[src/rtl/codec_reg_bridge.sv]
module codec_reg_bridge #(
  parameter int ADDR_W    = 7,
  parameter int NUM_REGS  = 36,
  parameter int WR_CYCLES = 4,
  parameter int RD_LAT    = 6
) (
  input  logic        clk,
  input  logic        rst_n,
  input  logic        host_wr,
  input  logic [2:0]  host_off,
  input  logic [31:0] host_wdata,
  input  logic        irq_in,
  output logic [31:0] host_rdata
);
  localparam int MAXC  = (WR_CYCLES > RD_LAT) ? WR_CYCLES : RD_LAT;
  localparam int CNT_W = $clog2(MAXC + 1);

  function automatic logic [7:0] reg_default(input int idx);
    case (idx)
      1, 2:             return 8'hC3;
      3, 6:             return 8'h90;
      4:                return 8'h98;
      5, 16, 28:        return 8'hFF;
      7:                return 8'hB1;
      8:                return 8'h11;
      9:                return 8'h10;
      11:               return 8'h03;
      14:               return 8'h40;
      18, 19, 20, 21:   return 8'h06;
      31:               return 8'h34;
      32:               return 8'h07;
      33:               return 8'h44;
      34:               return 8'h1F;
      default:          return 8'h00;
    endcase
  endfunction

  logic [7:0]        bank [NUM_REGS];
  logic [ADDR_W-1:0] cmd_addr;
  logic [7:0]        cmd_data, dout_q, sel_byte;
  logic              cmd_resv, busy, rd_pend;
  logic [CNT_W-1:0]  cnt;

  wire cmd_we  = host_wr && (host_off == 3'h0);
  wire accept  = cmd_we && !busy;
  wire last    = (cnt == CNT_W'(1));
  wire present = !cmd_resv && (int'(cmd_addr) < NUM_REGS) &&
                 (cmd_addr != ADDR_W'(5)) && (cmd_addr != ADDR_W'(28));
  wire writable = present && (cmd_addr != '0);
  wire commit   = busy && last && writable;

  always_comb begin
    sel_byte = 8'h00;
    for (int i = 0; i < NUM_REGS; i++)
      if (present && int'(cmd_addr) == i) sel_byte = bank[i];
  end

  always_ff @(posedge clk or negedge rst_n) begin
    if (!rst_n) begin
      cmd_addr <= '0;
      cmd_data <= '0;
      cmd_resv <= 1'b0;
      busy     <= 1'b0;
      rd_pend  <= 1'b0;
      cnt      <= '0;
      dout_q   <= '0;
    end else if (accept) begin
      cmd_addr <= host_wdata[8 +: ADDR_W];
      cmd_data <= host_wdata[7:0];
      cmd_resv <= host_wdata[15] || (|host_wdata[31:17]);
      busy     <= host_wdata[16];
      rd_pend  <= !host_wdata[16];
      cnt      <= host_wdata[16] ? CNT_W'(WR_CYCLES) : CNT_W'(RD_LAT);
    end else if (busy || rd_pend) begin
      if (last) begin
        busy    <= 1'b0;
        rd_pend <= 1'b0;
        if (rd_pend) dout_q <= sel_byte;
      end else begin
        cnt <= cnt - CNT_W'(1);
      end
    end
  end

  always_ff @(posedge clk or negedge rst_n) begin
    if (!rst_n) begin
      for (int i = 0; i < NUM_REGS; i++) bank[i] <= reg_default(i);
    end else begin
      for (int i = 0; i < NUM_REGS; i++)
        if (commit && int'(cmd_addr) == i) bank[i] <= cmd_data;
    end
  end

  always_comb begin
    host_rdata = '0;
    if (host_off == 3'h0) begin
      host_rdata[16]            = busy;
      host_rdata[8 +: ADDR_W]   = cmd_addr;
      host_rdata[7:0]           = cmd_data;
    end else if (host_off == 3'h4) begin
      host_rdata[8]   = irq_in;
      host_rdata[7:0] = dout_q;
    end
  end
endmodule


[config.mk]
export PLATFORM = sky130hd
export DESIGN_NAME = codec_reg_bridge
export DESIGN_NICKNAME = d
export VERILOG_FILES = /design/src/rtl/codec_reg_bridge.sv
export SDC_FILE = /design/constraint.sdc
export NUM_CORES = 1
export LEC_CHECK = 0
export CAP_MARGIN = 10
export CELL_PAD_IN_SITES_DETAIL_PLACEMENT = 1
export CELL_PAD_IN_SITES_GLOBAL_PLACEMENT = 2
export CORE_ASPECT_RATIO = 1.1
export CORE_MARGIN = 5
export CORE_UTILIZATION = 42
export CTS_CLUSTER_SIZE = 28
export DETAILED_ROUTE_END_ITERATION = 6
export PLACE_DENSITY = 0.83
export SLEW_MARGIN = 20
export SYNTH_ARGS = -nofsm -noshare
export SYNTH_HDL_FRONTEND = slang
export SYNTH_SLANG_ARGS = --single-unit
[constraint.sdc]
create_clock -name clk -period 3.4 [get_ports clk]
set_input_delay 1.02 -clock clk [delete_from_list [all_inputs] [get_ports clk]]
set_output_delay 1.02 -clock clk [all_outputs]
set_load 0.02 [all_outputs]
==> metrics list, run 1 <==
* Sequential fraction of the synthesis area: 50.1%
* Cell-by-cell listing of the critical path: clkdlybuf4s50_1, buf_6, mux2i_1, nor2_1, dlygate4sd2_1
- Slowest cell on the critical path: sky130_fd_sc_hd__clkdlybuf4s50_1
* Simple-Gate Fraction of Synth Area: between 10% and 20%
- Slew Limit Fails: 0
* Final critical path time including I/O delays and setup: 3340 ps
- The flow ran to the end, and the final reports show no timing, DRC or antenna violations.
- After technology mapping, the gate count stands at 1259.
* Post-synthesis share of cell area spent on xor and xnor gates: 0.116%
- Number of maximum-capacitance violations: 0
* Rows: 73
- During I/O placement, the number of pins put on the boundary was 71.
- Remaining antenna violation count after routing: 0
- The initial antenna violation count is 0.
- Warnings from Yosys: 0
- Beginning of the worst hold path: bank[284]
- The synthesized design contains 301 register bits.
- In this run the number of cells on the critical path is 5.
* Buffer levels on the longest clock path: 3
* Worst Hold Depth: 0
- Total of endpoints with negative setup slack in the final report: 0
- Summing the areas of all compound-gate instances in the mapped netlist gives about a tenth of the synthesized area.
- Setup ws final: 60.8 ps
- For this run, the slowest stage of the critical path takes a little under 500 ps.
- The repair_antennas step left the layout with diodes totalling 0.
- In this run, post-CTS repair resized a total of 20 instances.
- Post-detail-place hpwl: 33400 µm
- Slew of the pin with the lowest slew margin: 935 ps
- Grouping stages by cell kind, the critical path spends the most delay in buffers and inverters.
- The placed instances occupy a cell area of 16500 µm².
* Multiplexer share of the synthesized area: 24.7%
- Nets: 1377
- After layout, the worst path uses 98.2% of the clock period.
- Predominant post-synthesis flop cell: sky130_fd_sc_hd__dfrtp_1
* Synthesized-area fraction occupied by adder cells: 0.165%
* Core area: 35900 µm²
* Total chip power: 11.7 mW
- Worst skew pair latency: 530 ps
* Combinational family with the most area after synthesis: multiplexers
- Required time at the endpoint of the critical path: ~2400 ps
- In this run the power density over the cells is 663 nW/µm².
- Largest net degree at the start of global routing: 71
- Setup_tns: 0 ps
- Quantity of I/O buffers inserted on ports: 54
- The first global-routing pass estimated 75700 µm of wire.
- Setup Fix Bufs, Post-CTS: 0
- Global route overflow: 0
- Kind of critical path: primary input to output pin
- Setup crit start: host_off[2]
* Remaining design rule violation count: 0
* Crit path capture type: output pin
- The H-tree was split into 2 levels.
- Synthesis-to-layout area growth: 16.4%
- Share of post-route cells with drive strength above 1: 40.3%
* Final wirelength: 49500 µm
* Syn_area_per_cell: 12.0 µm²
* FMAX: about 0.3 GHz
* Worst slew margin relative to its limit: 37.4%
* Num CTS Buffers: 36
* Max Clock Skew: 23.1 ps
* Worst Reg2Reg Path Length in Cells: 9
- Chip Width: 191 µm
- Initial Utilization: 42.2%
- STA classifies the critical path startpoint as a primary input.
- Mapped Area: between 15000 and 20000 µm²
* Placement-stage worst setup slack: -311 ps
* Hold Violations, Final: 0
- Overall routing resource usage: about a quarter
- CTS tree: yes
* Die Area: between 40000 and 50000 µm²
* Finished layout cell area: 17600 µm²
- Max Fanout on Critical Path: 10
- For this block, the via count after detailed routing is 11000.
* Hold Worst Slack: around 370 ps
* P_leak: 8.08 nW
- Data on the critical path arrives at its endpoint at 2320 ps.
* DP Cell Count: 1785
- In this run, synthesis inferred 0 flip-flops with an integrated enable.
- Chip height: 209 µm
- Pre-Repair DR Iteration Count: 5
- The congestion estimate from routability-driven global placement came to 0.902.
- VDD sags by at most between 300 and 400 µV.
* Area of the multi-input gates: 7010 µm²
- Async SR Flop Fraction: 100%
* Area taken by flip-flops and latches: 7600 µm²
* Final core utilization: 49.2%
* Cell at the root of the clock tree: sky130_fd_sc_hd__clkbuf_16
- After clock tree synthesis, the clock-pin slew on the worst setup and hold paths is roughly 60 ps.
- Post-route insts no fill: 1849
- Drt initial violations: 802
- Filler Cell Count: 3753
- Worst min-delay path class: flip-flop to flip-flop
- Count of different cell masters after synthesis: 83
- RR Startpoint: cmd_addr[1]
- The number of global-route vias before repair came to between 10000 and 15000.
- Per-cell routed wire length: 26.8 µm
* Vias/cell: 5.94
* Count of buffer and inverter cells on the critical path: 3
- CTS Sinks: 301
- Hold-fix buffers at CTS: 0
[synth_stat cells, types with 6 or more instances]
cell type / number / area [µm²]
sky130_fd_sc_hd__mux2_2: 292 / 3290
sky130_fd_sc_hd__nand3_2: 9 / 90.1
sky130_fd_sc_hd__o22ai_1: 21 / 131
sky130_fd_sc_hd__nand2_4: 6 / 67.6
sky130_fd_sc_hd__nor2b_1: 8 / 50.1
sky130_fd_sc_hd__nor4_1: 8 / 50.1
sky130_fd_sc_hd__o21ai_0: 40 / 200
sky130_fd_sc_hd__o211ai_1: 12 / 90.1
sky130_fd_sc_hd__a211oi_1: 17 / 128
sky130_fd_sc_hd__a31oi_1: 6 / 37.5
sky130_fd_sc_hd__nand4_1: 11 / 68.8
sky130_fd_sc_hd__inv_1: 11 / 41.3
sky130_fd_sc_hd__o32ai_1: 6 / 52.6
sky130_fd_sc_hd__nand3_1: 27 / 135
sky130_fd_sc_hd__and2_1: 8 / 50.1
sky130_fd_sc_hd__dfstp_2: 54 / 1420
sky130_fd_sc_hd__o221ai_1: 14 / 123
sky130_fd_sc_hd__nor3_1: 19 / 95.1
sky130_fd_sc_hd__buf_4: 22 / 165
sky130_fd_sc_hd__nand2_2: 11 / 68.8
sky130_fd_sc_hd__mux2i_1: 36 / 360
sky130_fd_sc_hd__nand2_1: 55 / 206
sky130_fd_sc_hd__buf_2: 23 / 115
sky130_fd_sc_hd__clkbuf_1: 57 / 214
sky130_fd_sc_hd__nor2_1: 60 / 225
sky130_fd_sc_hd__nor2_2: 11 / 68.8
sky130_fd_sc_hd__a22oi_1: 9 / 67.6
sky130_fd_sc_hd__dfrtp_1: 247 / 6180
sky130_fd_sc_hd__a21oi_1: 38 / 190
[registers in the layout, indices dropped and copies added (netlist names)]
name      cells
bank        272
busy          1
cmd_addr      7
cmd_data      8
cmd_resv      1
cnt           3
dout_q        8
rd_pend       1
[final cells by class]
class	count	area share [%]
inverters	11	0.234
repair buffers	134	6.71
flip-flops and latches	301	43.1
multi-input cells	852	39.7
clock inverters	8	0.702
well taps	487	3.45
clock buffers	56	6.05
[cells by family after synthesis]
group | after synthesis
DFF | 301
adders and majority gates | 2
muxes | 332
and+or+nand+nor | 281
xor gates and xnor gates | 2
AOI/OAI and AO/OA | 219
buffers and inverters | 121
other | 1
[metal layers]
| layer | wire length (µm) | up-vias | track usage (%) |
|---|---|---|---|
| li1 | - | 4787 | - |
| met1 | 21200 | 5767 | 33.5 |
| met2 | 23800 | 320 | 40.0 |
| met3 | 2390 | 102 | 3.73 |
| met4 | 2080 | 0 | 9.61 |
| met5 | 0 | - | 0 |
[layout by cell type (no fill, tap or decap), drive strengths merged, types with 8 or more instances in the layout]
cell	count
conb	16
nor2	73
nand2	75
o21ai	44
o221ai	14
nor3	23
and2	8
clkbuf	56
inv	11
nor4	11
clkdlybuf4s50	37
o211ai	12
a22oi	9
dlygate4sd2	14
buf	81
dfrtp	247
nand4	11
mux2	292
a21oi	38
mux2i	36
o22ai	21
dfstp	54
a211oi	17
nand3	37
nor2b	8
[path summary, 6_finish.rpt]
path                            slack, ps       endpoint
worst min register to register        370      bank[284]
worst max-delay path                   60  host_rdata[7]
worst min-delay path                  370      bank[284]
max in group asynchronous            2040      bank[122]
min in group asynchronous             450       bank[39]
worst max register to register        360      dout_q[5]
[report_power, final]
part | internal, mW | leakage, nW | switching, mW
clock | 2.39 | 0.575 | 1.52
sequential | 3.82 | 3.96 | 0.330
combinational | 1.11 | 3.54 | 2.53
(Power assumes the default switching activity.)
==> run 2: changes to the inputs <==
--- a/config.mk
+++ b/config.mk
@@ -11,10 +11,11 @@
 export CORE_ASPECT_RATIO = 1.1
 export CORE_MARGIN = 5
 export CORE_UTILIZATION = 42
+export CTS_CLUSTER_DIAMETER = 80
 export CTS_CLUSTER_SIZE = 28
 export DETAILED_ROUTE_END_ITERATION = 6
 export PLACE_DENSITY = 0.83
-export SLEW_MARGIN = 20
+export SLEW_MARGIN = 30
 export SYNTH_ARGS = -nofsm -noshare
 export SYNTH_HDL_FRONTEND = slang
 export SYNTH_SLANG_ARGS = --single-unit
==> run 2 against run 1 <==
Net effect:
- flip-flop and latch count stayed put
- critical path depth stayed put
- clock skew is 1.9 ps lower
- clock power is 34% lower
- non-clock buffer count stayed put
- first-iteration DRC count is 0.62% lower
- wire length is 1.5% lower
- critical endpoint unchanged
==> metrics list, run 2 (synthesis results as in run 1) <==
- The run finished with clean final reports.
- Die Area: ~40000 µm²
- The die is 209 µm tall.
- Remaining antenna violation count after routing: 0
- The kind of cell with the highest combined delay along the critical path is buffers and inverters.
* Worst skew pair latency: 530 ps
- For this design the top-level I/O count stands at 71.
- The worst setup path is of the primary input to output pin kind.
* Crit path capture type: output pin
* Top library cells by usage in the layout, fill and taps aside: sky130_fd_sc_hd__mux2_2, sky130_fd_sc_hd__dfrtp_1, sky130_fd_sc_hd__buf_4
* Register with the highest flop count: bank
- Worst slew margin relative to its limit: a little over two fifths
- Arrival @ worst endpoint: 2310 ps
* Largest net degree at the start of global routing: 71
- Ant. Diodes: 0
- In this run the worst path has a maximum fanout of 10.
* Post-detail-place hpwl: 33400 µm
- Worst min-delay path class: flip-flop to flip-flop
- Required time at the endpoint of the critical path: approximately 2400 ps
- The total overflow left after global routing is 0.
- Wire length of the first global-routing pass: 74500 µm
- Of the cells placed in the final design, the portion with a size suffix greater than 1 is 39.7%.
- Via count: around 11000
* Drt initial violations: 797
- Cell-by-cell listing of the critical path: clkdlybuf4s50_1, buf_6, mux2i_1, nor2_1, dlygate4sd2_1
- Core area: 35900 µm²
- Final estimated routing congestion in global placement: 0.902
* Slowest cell on the critical path: sky130_fd_sc_hd__clkdlybuf4s50_1
- The final hold violation count was 0.
- Initial Utilization: 42.2%
- H-tree depth: 1
- In this run the clock root is driven by a sky130_fd_sc_hd__clkbuf_16.
* Share of the clock period used by the worst path: 98.1%
- Worst VDD drop: 394 µV
* Total of endpoints with negative setup slack in the final report: 0
- For this design the ratio of total power to cell area is 607 nW/µm².
- Counting along the longest clock path gives a buffer depth of 3.
- After detailed routing, the number of remaining DRC violations is 0.
- CTS tree: yes
* Finished layout cell area: 17100 µm²
- The initial antenna violation count was 0.
* FF-to-FF setup slack: 310 ps
* Chip Width: 191 µm
- Placement-stage cell area: 16500 µm²
- In the final routed layout, each cell accounts on average for 26.8 µm.
- P_leak: around 7.8 nW
- CTS Sinks: 301
- The final layout contains routed wiring with a total length of 48800 µm.
- For this run, the share of the core covered by cells in the final layout is a little under half.
* Synthesis-to-layout area growth: 12.8%
- Number of maximum-capacitance violations: 0
- Final critical path time including I/O delays and setup: 3330 ps
* Pre-Repair DR Iteration Count: 5
* Slew Limit Fails: 0
- The largest registers in the layout are bank: 272 flops, cmd_data: 8 flops, dout_q: 8 flops.
* Leading cell type in the layout, fill and taps excluded: sky130_fd_sc_hd__mux2_2
- Overall routing resource usage: 24.2%
* Nets: 1360
- Total chip power: around 10 mW
- Vias/cell: 5.97
- Clock-pin slew was measured on the worst setup and hold paths at 100 ps.
- Kind of start point of the critical path: primary input
- Once layout is complete, the cells apart from fillers number around 1800.
- For the pin with the worst max-slew slack, the measured transition is approximately 850 ps.
- The initialized floorplan defines 73 standard-cell rows.
- FMAX: 0.300 GHz
- DP Cell Count: 1785
- Quantity of I/O buffers inserted on ports: 54
- The register with the most flip-flops in the layout has 272 of them.
* Num CTS Buffers: 19
- Count of buffer and inverter cells on the critical path: 3
- Maximum single-stage delay on the critical path: just under 500 ps
- The number of global-route vias before repair is 11500.
- Max Clock Skew: 21.2 ps
[run 2: changes by cell type in the layout (fill, tap and decap cells not counted)]
cell,delta
sky130_fd_sc_hd__bufinv_16,-3
sky130_fd_sc_hd__clkbuf_1,-10
sky130_fd_sc_hd__clkbuf_16,-18
sky130_fd_sc_hd__clkbuf_8,-5
sky130_fd_sc_hd__clkinv_2,-2
sky130_fd_sc_hd__clkinv_4,-1
sky130_fd_sc_hd__clkinv_8,+2
sky130_fd_sc_hd__clkinvlp_4,-2
sky130_fd_sc_hd__inv_12,+2
sky130_fd_sc_hd__inv_16,+2
sky130_fd_sc_hd__inv_6,+1
sky130_fd_sc_hd__inv_8,+3
[run 2: per-stage QoR]
| step | setup TNS (ps) | hold WS (ps) | worst slack (ps) |
|---|---|---|---|
| 6_report | 0 | 383 | 65.7 |
| 3_5_place_dp | -3510 | 363 | -311 |
| 4_1_cts | 0 | 387 | 7.54 |
| 5_1_grt | -10.7 | 400 | -10.7 |
| 2_1_floorplan | 0 | 425 | 420 |
| 3_3_place_gp | -3230 | 360 | -271 |
[run 2: cell type report]
type                            instances  area (µm²)
Timing Repair Buffer                  134        1180
Clock buffer                           23         510
Clock inverter                         10         148
Inverter                               11        41.3
Tap cell                              487         609
Multi-Input combinational cell        852        7010
Sequential cell                       301        7600
Fill cell                            3772       18800
[run 2: worst reg2reg max path, cell delays in order, from the launching register on]
cell and delay [ps]:
sky130_fd_sc_hd__dfrtp_2 590, sky130_fd_sc_hd__nand2b_1 600, sky130_fd_sc_hd__o22ai_1 430, sky130_fd_sc_hd__o22ai_1 140, sky130_fd_sc_hd__a221oi_1 360, sky130_fd_sc_hd__buf_4 190
sky130_fd_sc_hd__o2111ai_1 170, sky130_fd_sc_hd__buf_4 220, sky130_fd_sc_hd__a21oi_1 200, sky130_fd_sc_hd__nor2_1 70
[run 2: where the power goes]
| group | internal, mW | switching, mW |
|---|---|---|
| clock network | 1.17 | 1.43 |
| logic | 1.11 | 2.53 |
| registers | 3.82 | 0.324 |
[run 2: metal layers]
layer  track usage (%)  up-vias  routed length (µm)
li1                  -     4733                   -
met1              33.3     5714               21000
met2              39.8      307               23600
met3              3.04       96                2160
met4              8.42        0                1970
met5                 0        -                   0
[run 2: path summary, 6_finish.rpt]
| path | from | endpoint | depth (start not counted) |
|---|---|---|---|
| min in group asynchronous | rst_n | bank[39] | 1 |
| max reg2reg | cmd_addr[1] | dout_q[5] | 9 |
| max | host_off[2] | host_rdata[7] | 5 |
| max in group asynchronous | rst_n | bank[122] | 2 |
| min | bank[284] | bank[284] | 0 |
| min reg2reg | bank[284] | bank[284] | 0 |
[run 2: timing repair]
| item | 4_1_cts | 5_1_grt |
|---|---|---|
| gates resized for setup | 20 | 2 |
| setup buffers | 0 | 0 |
| hold buffers | 0 | 0 |
| setup endpoints to repair | 16 | 10 |
==> run 3: changes to the inputs <==
--- a/config.mk
+++ b/config.mk
@@ -10,11 +10,11 @@
 export CELL_PAD_IN_SITES_GLOBAL_PLACEMENT = 2
 export CORE_ASPECT_RATIO = 1.1
 export CORE_MARGIN = 5
-export CORE_UTILIZATION = 42
+export CORE_UTILIZATION = 40
 export CTS_CLUSTER_DIAMETER = 80
 export CTS_CLUSTER_SIZE = 28
 export DETAILED_ROUTE_END_ITERATION = 6
-export PLACE_DENSITY = 0.83
+export PLACE_DENSITY = 0.8
 export SLEW_MARGIN = 30
 export SYNTH_ARGS = -nofsm -noshare
 export SYNTH_HDL_FRONTEND = slang
==> run 3 against run 2 <==
Net effect:
- critical path depth decreased by 1
- global-route usage down 1.1 points
- via count grew 0.40%
- utilization is 1.6 points lower
- total power is 0.13% lower
- largest power group unchanged
==> metrics list, run 3 (synthesis results as in run 1) <==
* Status: finished clean
* Initial Utilization: 40.6%
- Setup crit start: host_off[1]
* Overall routing resource usage: a little under a quarter
- Kind of start point of the critical path: primary input
* Slew of the pin with the lowest slew margin: 923 ps
- The final route contains 10900 vias.
- Via count of the first global-routing pass: 11700
- Leading cell type in the layout, fill and taps excluded: sky130_fd_sc_hd__mux2_2
* Share of post-route cells with drive strength above 1: ~40%
* P_leak: 7.85 nW
* Number of maximum-capacitance violations: 0
- Max Fanout on Critical Path: 10
- Largest net degree at the start of global routing: 74
- Chip height: 214 µm
- Worst min-delay path class: flip-flop to flip-flop
- In the final design database the tool counted 1363 nets.
- Summed over all layers, the global routing overflow is 0.
- Total chip power: about 10 mW
* Vias/cell: 5.96
- Compared with the post-synthesis result, the final layout area differs by 13.3%.
- At the placement stage, the worst setup path has a slack of -374 ps.
- Buffer levels on the longest clock path: 3
- Setup_tns: 0 ps
- Required time at the endpoint of the critical path: 2380 ps
- Share of the clock period used by the worst path: 97.3%
- The die covers roughly 42000 µm².
* Worst VDD drop: 334 µV
- Pre-Repair DR Iteration Count: 5
- Register with the highest flop count: bank
- The worst register-to-register path has a depth of 7.
- Final estimated routing congestion in global placement: 0.860
* Crit path to: host_rdata[2]
- Rows: 74
- Worst slew margin relative to its limit: 36.9%
- Setup repair after global routing missed its margin: no
* R2r endpoint: dout_q[1]
* Hold Violations, Final: 0
- Total of endpoints with negative setup slack in the final report: 0
- In the final routed layout, each cell accounts on average for 27.1 µm.
* Remaining design rule violation count: 0
* Kind of critical path: primary input to output pin
- CTS Sinks: approximately 300
* Total power divided by cell area: 604 nW/µm²
* Slew Limit Fails: 0
- The clock reaches the later pin of the worst-skew pair after 540 ps.
- Chip Width: 196 µm
- The first global-routing pass estimated 75600 µm of wire.
* Core area: 37300 µm²
- Flip-flop count of the largest register, all copies and words added: 272
* Crit path capture type: output pin
* Drt initial violations: 815
- The cell sitting at the root of the clock tree is a sky130_fd_sc_hd__clkbuf_16.
- The detail route stage leaves a number of antenna-violating nets equal to 0.
- The number of clock buffers added by TritonCTS is 18.
* Quantity of I/O buffers inserted on ports: 54
- The top cell types in the final layout, fill and taps aside, are sky130_fd_sc_hd__mux2_2, sky130_fd_sc_hd__dfrtp_1, sky130_fd_sc_hd__buf_4.
- The worst register-to-register path begins at cmd_addr[5].
- After clock tree synthesis, the clock-pin slew on the worst setup and hold paths is 100 ps.
- TritonCTS built the clock tree.
* Biggest registers after layout: bank: 272 flops, cmd_data: 8 flops, dout_q: 8 flops
- Final critical path time including I/O delays and setup: 3310 ps
- In this run the number of H-tree levels came out at 1.
* Initial antenna violation count: 1
- Static timing analysis puts the maximum clock frequency at between 0.3 and 0.4 GHz.
- Hold Worst Slack: 381 ps
- For flop-to-flop paths, the worst setup slack is 360 ps.
- Setup ws final: 92.9 ps
- For this design the top-level I/O count stands at 71.
- The final layout contains routed wiring with a total length of 49500 µm.
* Max Clock Skew: 23.3 ps
- Detailed placement ended at an HPWL of 33700 µm.
- After clock tree synthesis, the setup repair step added 0 buffers.
- Arrival @ worst endpoint: 2290 ps
-- run 3: metrics by stage --
step	util, %	std cells	cell area [µm²]
2_1_floorplan	-	1274	15200
3_3_place_gp	44.3	1795	16500
3_5_place_dp	44.3	1795	16500
4_1_cts	46.0	1827	17200
5_1_grt	46.0	1828	17200
6_report	46.0	1829	17200
-- run 3: final cells by class --
class	instances	area, µm²
Fill cell	3900	20100
Clock buffer	23	510
Multi-Input combinational cell	852	7020
Clock inverter	9	125
Antenna cell	1	2.50
Sequential cell	301	7600
Tap cell	494	618
Timing Repair Buffer	138	1250
Inverter	11	41.3
-- run 3: routing by layer --
layer	GRT usage, %	vias to the layer above	part of all wire [%]
li1	-	4740	-
met1	31.2	5804	43
met2	38.3	269	49
met3	3.16	80	4.4
met4	8.22	0	3.7
met5	0	-	0
-- run 3: timing repair --
action	in CTS	in global routing
resized for setup	22	4
setup endpoints to repair	16	10
hold buffers	0	0
cloned	0	1
-- run 3: critical path: stages --
cell and delay [ps]:
sky130_fd_sc_hd__clkdlybuf4s50_1 460, sky130_fd_sc_hd__or2_4 340, sky130_fd_sc_hd__nor2_1 120, sky130_fd_sc_hd__dlygate4sd2_1 350
-- run 3: worst min path at each step --
stage,start,end,cells after the start
2_1_floorplan,bank[280],bank[280],1
3_3_place_gp,bank[285],bank[285],0
3_5_place_dp,bank[280],bank[280],0
4_1_cts,bank[280],bank[280],0
5_1_grt,bank[281],bank[281],0
6_report,bank[281],bank[281],0
-- run 3: report_power, final --
part	switching [mW]	total, mW	internal (mW)	leakage [nW]
clock	1.40	2.56	1.16	0.307
combinational	2.56	3.67	1.12	3.58
sequential	0.326	4.14	3.82	3.96
